$ cat config.mk
export PLATFORM = sky130hd
export DESIGN_NAME = tick_timer
export DESIGN_NICKNAME = d
export VERILOG_FILES = /design/src/rtl/tick_timer_pkg.sv /design/src/rtl/tick_stamp_counter.sv /design/src/rtl/tick_event_timer.sv /design/src/rtl/tick_timer.sv
export SDC_FILE = /design/constraint.sdc
export NUM_CORES = 1
export LEC_CHECK = 0
export BUFFER_PORTS_ARGS = -buffer_cell sky130_fd_sc_hd__clkbuf_2
export CAP_MARGIN = 20
export CELL_PAD_IN_SITES_DETAIL_PLACEMENT = 1
export CELL_PAD_IN_SITES_GLOBAL_PLACEMENT = 1
export CORE_ASPECT_RATIO = 1.4
export CORE_UTILIZATION = 48
export CTS_CLUSTER_SIZE = 40
export DETAILED_ROUTE_END_ITERATION = 6
export PLACE_DENSITY = 0.94
export SLEW_MARGIN = 40
export SYNTH_ARGS = -nofsm -noshare
export SYNTH_HDL_FRONTEND = slang
export SYNTH_SLANG_ARGS = --single-unit
$ cat constraint.sdc
create_clock -name clk -period 7.3 [get_ports clk]
set_input_delay 0.73 -clock clk [delete_from_list [all_inputs] [get_ports clk]]
set_output_delay 0.73 -clock clk [all_outputs]
set_load 0.1 [all_outputs]
$ cat src/rtl/tick_timer_pkg.sv
package tick_timer_pkg;
  typedef enum logic [1:0] {
    SEL_STAMP  = 2'd0,
    SEL_RELOAD = 2'd1,
    SEL_STATUS = 2'd2,
    SEL_COUNT  = 2'd3
  } reg_sel_e;

  localparam int unsigned CTRL_BITS = 2;
  localparam int unsigned EN_BIT    = 0;
  localparam int unsigned OS_BIT    = 1;
  localparam int unsigned PEND_BIT  = 0;
endpackage

$ cat src/rtl/tick_stamp_counter.sv
module tick_stamp_counter #(
  parameter int unsigned DW = 32
) (
  input  logic          clk,
  input  logic          rst,
  input  logic          ld_we,
  input  logic [DW-1:0] ld_data,
  output logic [DW-1:0] stamp_q
);
  always_ff @(posedge clk) begin
    if (rst)        stamp_q <= '0;
    else if (ld_we) stamp_q <= ld_data;
    else            stamp_q <= stamp_q + 1'b1;
  end
endmodule

$ cat src/rtl/tick_event_timer.sv
module tick_event_timer
  import tick_timer_pkg::*;
#(
  parameter int unsigned DW = 32
) (
  input  logic          clk,
  input  logic          rst,
  input  logic          ld_we,
  input  logic [DW-1:0] ld_data,
  input  logic          clr_pend,
  output logic [DW-1:0] cnt_q,
  output logic [DW-1:0] rl_q,
  output logic          en_q,
  output logic          os_q,
  output logic          pend_q,
  output logic          exp_o
);
  localparam int unsigned VW = DW - CTRL_BITS;

  logic [DW-1:0] ld_val;
  assign ld_val = {ld_data[DW-1:CTRL_BITS], {CTRL_BITS{1'b0}}};
  assign exp_o  = en_q && (cnt_q == '0);

  always_ff @(posedge clk) begin
    if (rst) begin
      cnt_q <= '0;
      rl_q  <= '0;
      en_q  <= 1'b0;
      os_q  <= 1'b0;
    end else if (ld_we) begin
      rl_q  <= ld_val;
      en_q  <= ld_data[EN_BIT];
      os_q  <= ld_data[OS_BIT];
      cnt_q <= ld_data[EN_BIT] ? ld_val : '0;
    end else if (exp_o) begin
      if (os_q) en_q  <= 1'b0;
      else      cnt_q <= rl_q;
    end else if (en_q) begin
      cnt_q <= cnt_q - 1'b1;
    end
  end

  always_ff @(posedge clk) begin
    if (rst)           pend_q <= 1'b0;
    else if (exp_o)    pend_q <= 1'b1;
    else if (clr_pend) pend_q <= 1'b0;
  end

  logic [VW-1:0] unused_low;
  assign unused_low = rl_q[DW-1:CTRL_BITS];
endmodule

$ cat src/rtl/tick_timer.sv
module tick_timer
  import tick_timer_pkg::*;
#(
  parameter int unsigned DW = 32,
  parameter int unsigned AW = 2
) (
  input  logic          clk,
  input  logic          rst,
  input  logic          wr_en,
  input  logic          rd_en,
  input  logic [AW-1:0] addr,
  input  logic [DW-1:0] wdata,
  output logic [DW-1:0] rdata,
  output logic          irq
);
  logic          stamp_we, rl_we, clr_pend;
  logic [DW-1:0] stamp_q, cnt_q, rl_q;
  logic          en_q, os_q, pend_q, exp_w;
  logic [DW-1:0] rd_mux;

  assign stamp_we = wr_en && (addr == AW'(SEL_STAMP));
  assign rl_we    = wr_en && (addr == AW'(SEL_RELOAD));
  assign clr_pend = wr_en && (addr == AW'(SEL_STATUS)) && wdata[PEND_BIT];

  tick_stamp_counter #(.DW(DW)) u_stamp (
    .clk(clk), .rst(rst), .ld_we(stamp_we), .ld_data(wdata), .stamp_q(stamp_q)
  );

  tick_event_timer #(.DW(DW)) u_evt (
    .clk(clk), .rst(rst), .ld_we(rl_we), .ld_data(wdata), .clr_pend(clr_pend),
    .cnt_q(cnt_q), .rl_q(rl_q), .en_q(en_q), .os_q(os_q),
    .pend_q(pend_q), .exp_o(exp_w)
  );

  always_comb begin
    unique case (addr)
      AW'(SEL_STAMP):  rd_mux = stamp_q;
      AW'(SEL_RELOAD): rd_mux = {rl_q[DW-1:CTRL_BITS], os_q, en_q};
      AW'(SEL_STATUS): rd_mux = {{(DW-1){1'b0}}, pend_q};
      default:         rd_mux = cnt_q;
    endcase
  end

  always_ff @(posedge clk) begin
    if (rst)        rdata <= '0;
    else if (rd_en) rdata <= rd_mux;
  end

  assign irq = pend_q;
endmodule

-- Yosys cells after proc, flatten, opt, wreduce, memory -nomap -nowiden
Index checks and enable logic that the tools add are counted.
- flip-flop bits (word level): 129
- input bits: 38
- output and inout port bits: 33
- word-level logic and storage cells: 37
- add/sub/neg operators: 2
- eq/ne operators: 3
- mux-type cells: 12
- reductions and logical operators: 13
- operators by type and width (kind ; count):
    $mux W32 ; 6
    $pmux W32 S3 ; 1
    $add A32 B1 Y32 const B ; 1
    $logic_not A32 Y1 ; 1
    $sub A32 B1 Y32 const B ; 1
    $reduce_bool A2 Y1 ; 3
    $logic_and A1 B1 Y1 ; 5
    $mux W1 ; 5
    $reduce_and A2 Y1 ; 2
    $ne A3 B3 Y1 const B ; 1
    $reduce_bool A3 Y1 ; 1
    $eq A2 B1 Y1 const B ; 1
    $eq A2 B2 Y1 const B ; 1
    $logic_not A2 Y1 ; 1

-- Logic depth before layout (Yosys ltp)
- depth in word-level cells: 5
- depth in mapped cells: 9
- mapped depth without buffers: 8

-- Modules after synthesis
Synthesis repeated with hierarchy kept, for this count alone.
- cells, all modules: 881
- area total of the unflattened synthesis: 7480.9 um^2
- modules (own cells, without submodules) (module ; instances ; cells an instance ; area each (um^2) ; seq. area each (um^2)):
    tick_event_timer ; 1 ; 439 ; 3567.2 ; 1301.2
    tick_timer ; 1 ; 215 ; 2063.2 ; 640.6
    tick_stamp_counter ; 1 ; 227 ; 1850.5 ; 640.6

-- Worst setup path after synthesis
Ideal clock, no wire load.
- path type: flip-flop to flip-flop
- start: register u_evt.cnt_q[0]
- end: register u_evt.cnt_q[14]
- setup time: 142 ps
- arrival time: 2192 ps
- required time: 7158 ps
- setup slack: 4966 ps
- cell stages (with the launch flop): 10
- buffers on the path: 2
- period minus slack after synthesis: 2334 ps
- cell sequence: dfxtp_1 > inv_1 > ha_1 > nor3b_2 > nand4_1 > or3_1 > buf_2 > buf_1 > o211ai_1 > a211oi_2
- longest elaborated chain between the ends: 4
- elaborated cells between the ends (all ways): 9
- those cells by class: add/sub (1); eq/ne (1); mux (3); reduce/logical (4)
- RTL lines (item ; RTL line ; RTL):
    start, declared ; tick_event_timer.sv:11 ; output logic [DW-1:0] cnt_q,
    start signal, assigned ; tick_event_timer.sv:34 ; cnt_q <= ld_data[EN_BIT] ? ld_val : '0;
    start signal, assigned ; tick_event_timer.sv:37 ; else cnt_q <= rl_q;
    start signal, assigned ; tick_event_timer.sv:39 ; cnt_q <= cnt_q - 1'b1;
    $sub A32 B1 Y32 / $logic_not A32 Y1 (equally long branches) ; tick_event_timer.sv:39, tick_event_timer.sv:22 ;
    $mux W32 / $logic_and A1 B1 Y1 (equally long branches) ; tick_event_timer.sv:38, tick_event_timer.sv:22 ;
    $mux W32, or another cell as far along ; tick_event_timer.sv:35 ; end else if (exp_o) begin
    $mux W32 / $reduce_and A2 Y1 (equally long branches) ; - ;
Several ways; a longest one is shown, not always the timed one. The select of a mux whose other input is x is not followed.
A chain may end at the register's enable or synchronous reset.

-- Worst setup path in the final report
- start: register u_evt.cnt_q[0]
- end: register u_evt.cnt_q[13]
The elaborated chain is that of the path after synthesis.

==> flow_summary.json <==
{
  "yosys_warnings": 0,
  "layout_common_cells": "129 x dfxtp_1, 109 x nor2_1, 85 x nand2_1, 75 x a211oi_1, 67 x clkbuf_2",
  "maxCapViolations": 0,
  "fin_crit_ps": 3360,
  "irDropWorstVdd_mv": 0.131,
  "ys_seq_area_frac": 0.378,
  "drive_gt1_frac": 0.199,
  "wl_um": 24100,
  "arrival_ps": 3620,
  "clock_sinks": 129,
  "fin_skew_ps": 10.3,
  "portBuffers": 70,
  "crit_fanout": 29,
  "place_congestion": 0.823,
  "start_util": 0.492,
  "hold_viol_final": 0,
  "end_kind": "flop",
  "grt_pass1_vias": 7218,
  "critPathKind": "flop to flop",
  "cts_made_buffers": 17,
  "dr.first_iter.drc_count": 383,
  "rsz0062_at_grt": "false",
  "vias": 6839,
  "dpl-instance-area_um2": 7210,
  "layout_commonest_cell": "dfxtp_1",
  "die_w_um": 103,
  "clk_latency_ps": 420,
  "power.density_nw_per_um2": 261,
  "place_inst": 1016,
  "setup_viol": 0,
  "p_leak_uw": 0.00286,
  "holdWs_ps": 476,
  "fp.coreArea_um2": 13900,
  "syn_to_final_growth_pct": 14.1,
  "h-tree-depth": 4,
  "antenna_cells": 0,
  "cts-root-buf": "clkbuf_16",
  "worstMarginPinSlew_ps": 891,
  "syn_area_um2": 6840,
  "hpwl_um": 14600,
  "rr_startpoint": "u_evt.cnt_q[0]$_SDFFE_PP0P_",
  "vias_per_cell": 6.51,
  "synth_cell_types": 57,
  "cts_setup_buffers": 0,
  "grt_util_all_layers": 0.343,
  "dr.pass1.iters": 5,
  "postLayoutCellArea_um2": 7800,
  "reg2reg_setup_slack_ps": 3940,
  "die_h_um": 143,
  "rr_worst_depth": 8,
  "status": "complete, no violations",
  "slew_violations": 0,
  "cts_tree": "built",
  "grt_max_degree": 72,
  "ant_nets": 0,
  "nets": 892,
  "antenna_found_initial": 0,
  "synth_fp_nets": 863,
  "grt_pass1_wl_um": 38200,
  "die_area_um2": 14700,
  "worstPathRequired_ps": 7560,
  "drcViolationCount": 0,
  "holdPathEnd": "u_evt.rl_q[30]$_SDFFE_PP0P_",
  "hold_buffers": 0,
  "wl_per_cell_um": 23.0,
  "ys_seq_elements": 129,
  "clk_pin_slew_worst_paths_ps": 60,
  "cts_resized": 0,
  "r2r-end": "u_evt.cnt_q[13]$_SDFFE_PP0P_",
  "post-route-period-util": 0.460,
  "syn_area_per_cell_um2": 8.31,
  "stdcell_count": 1050,
  "pre_cts_ws_ps": 3800,
  "setup_slack_ps": 3940,
  "ys.flop_type": "dfxtp_1",
  "async_reset_ff_frac": 0,
  "synth_edf_count": 0,
  "whs_path_depth": 2,
  "ios": 71,
  "relSlewSlack": 0.401,
  "overflow": 0,
  "min_path_type": "flop to flop",
  "max_freq_mhz": 298,
  "clockBufferDepth": 2,
  "tns_ps": 0,
  "num_rows": 51,
  "worst_setup_path_start_kind": "flop",
  "syn_inst": 823,
  "hp-start": "u_evt.rl_q[30]$_SDFFE_PP0P_"
}
==> worst max-delay path by stage <==
stage | from | to
after detailed placement | addr[0] | u_evt.cnt_q[8]$_SDFFE_PP0P_
after global routing | u_evt.cnt_q[0]$_SDFFE_PP0P_ | u_evt.cnt_q[18]$_SDFFE_PP0P_
after floorplan | u_evt.cnt_q[0]$_SDFFE_PP0P_ | u_evt.cnt_q[14]$_SDFFE_PP0P_
after global placement | addr[1] | u_evt.cnt_q[12]$_SDFFE_PP0P_
final | u_evt.cnt_q[0]$_SDFFE_PP0P_ | u_evt.cnt_q[13]$_SDFFE_PP0P_
after CTS | u_evt.cnt_q[0]$_SDFFE_PP0P_ | u_evt.cnt_q[18]$_SDFFE_PP0P_
==> stage by stage <==
stage,total power [uW],util
global route,2100,0.561
finish,2030,0.561
global placement,1190,0.517
detailed placement,1200,0.518
CTS,2020,0.558
floorplan,1100,-
==> cell usage after synthesis, drive strengths merged, types with 2 or more instances <==
library cell,number,area [um^2]
mux2,32,360
nand4,13,96.3
o31ai,3,22.5
and3,3,18.8
inv,8,30.0
o32ai,4,65.1
or3,10,62.6
a2bb2oi,3,26.3
and4,6,52.6
or4,4,30.0
a311oi,3,26.3
a21oi,59,295
nor3,21,120
o21a,7,52.6
o211ai,10,75.1
o21ai,17,85.1
a211oi,87,713
a22oi,31,233
xnor2,9,78.8
o31a,2,17.5
xor2,33,289
ha,2,25.0
nor4,15,93.8
nand4b,2,17.5
nor2,110,413
buf,14,83.8
nand2,86,323
o22ai,2,26.3
clkbuf,55,206
nand3,23,115
dfxtp,129,2580
==> final cells by class <==
cell class,instances,area [um^2]
clock buffer,19,443
clock inverter,13,114
fill,1685,6110
inverter,8,30.0
multi-input combinational,617,3970
sequential,129,2580
tap,185,231
timing repair buffer,79,434
==> state kept, by name (all words and copies together) (netlist names) <==
signal and flops:
u_evt.rl_q 30, rdata 32, u_stamp.stamp_q 32, u_evt.cnt_q 32, u_evt.pend_q 1, u_evt.os_q 1, u_evt.en_q 1
==> routing by layer <==
layer,global-route usage,vias to the layer above,share of wire
met5,0,-,0
met4,0.218,0,0.050
met3,0.0671,97,0.044
met2,0.595,268,0.52
met1,0.374,3392,0.38
li1,-,3082,-
==> kinds of logic (layout without fill, tap and decap cells) <==
| logic type | Yosys count | after routing | share of synthesized area |
|---|---|---|---|
| AO/OA/AOI/OAI | 238 | 238 | 0.252 |
| flip-flops | 129 | 129 | 0.378 |
| AND/OR/NAND/NOR | 301 | 301 | 0.208 |
| adder cells (fa/ha/maj) | 2 | 2 | 0.00366 |
| multiplexers | 34 | 34 | 0.0574 |
| buffers and inverters | 77 | 119 | 0.0468 |
| XOR/XNOR | 42 | 42 | 0.0538 |
==> power breakdown <==
part           switching [uW]  internal, uW  total (uW)
combinational             290           130         420
clock                     340           477         817
sequential               51.0           744         795
total                     681          1350        2030
==> critical path: stages, from the launching register on <==
cell,delay (ps)
dfxtp_1,370
inv_1,120
ha_1,210
nor3b_2,520
nand4_1,410
or3_2,920
o21ai_0,290
a2bb2oi_1,230
a211oi_1,110
Note: power is estimated with default switching activity, not from simulation.
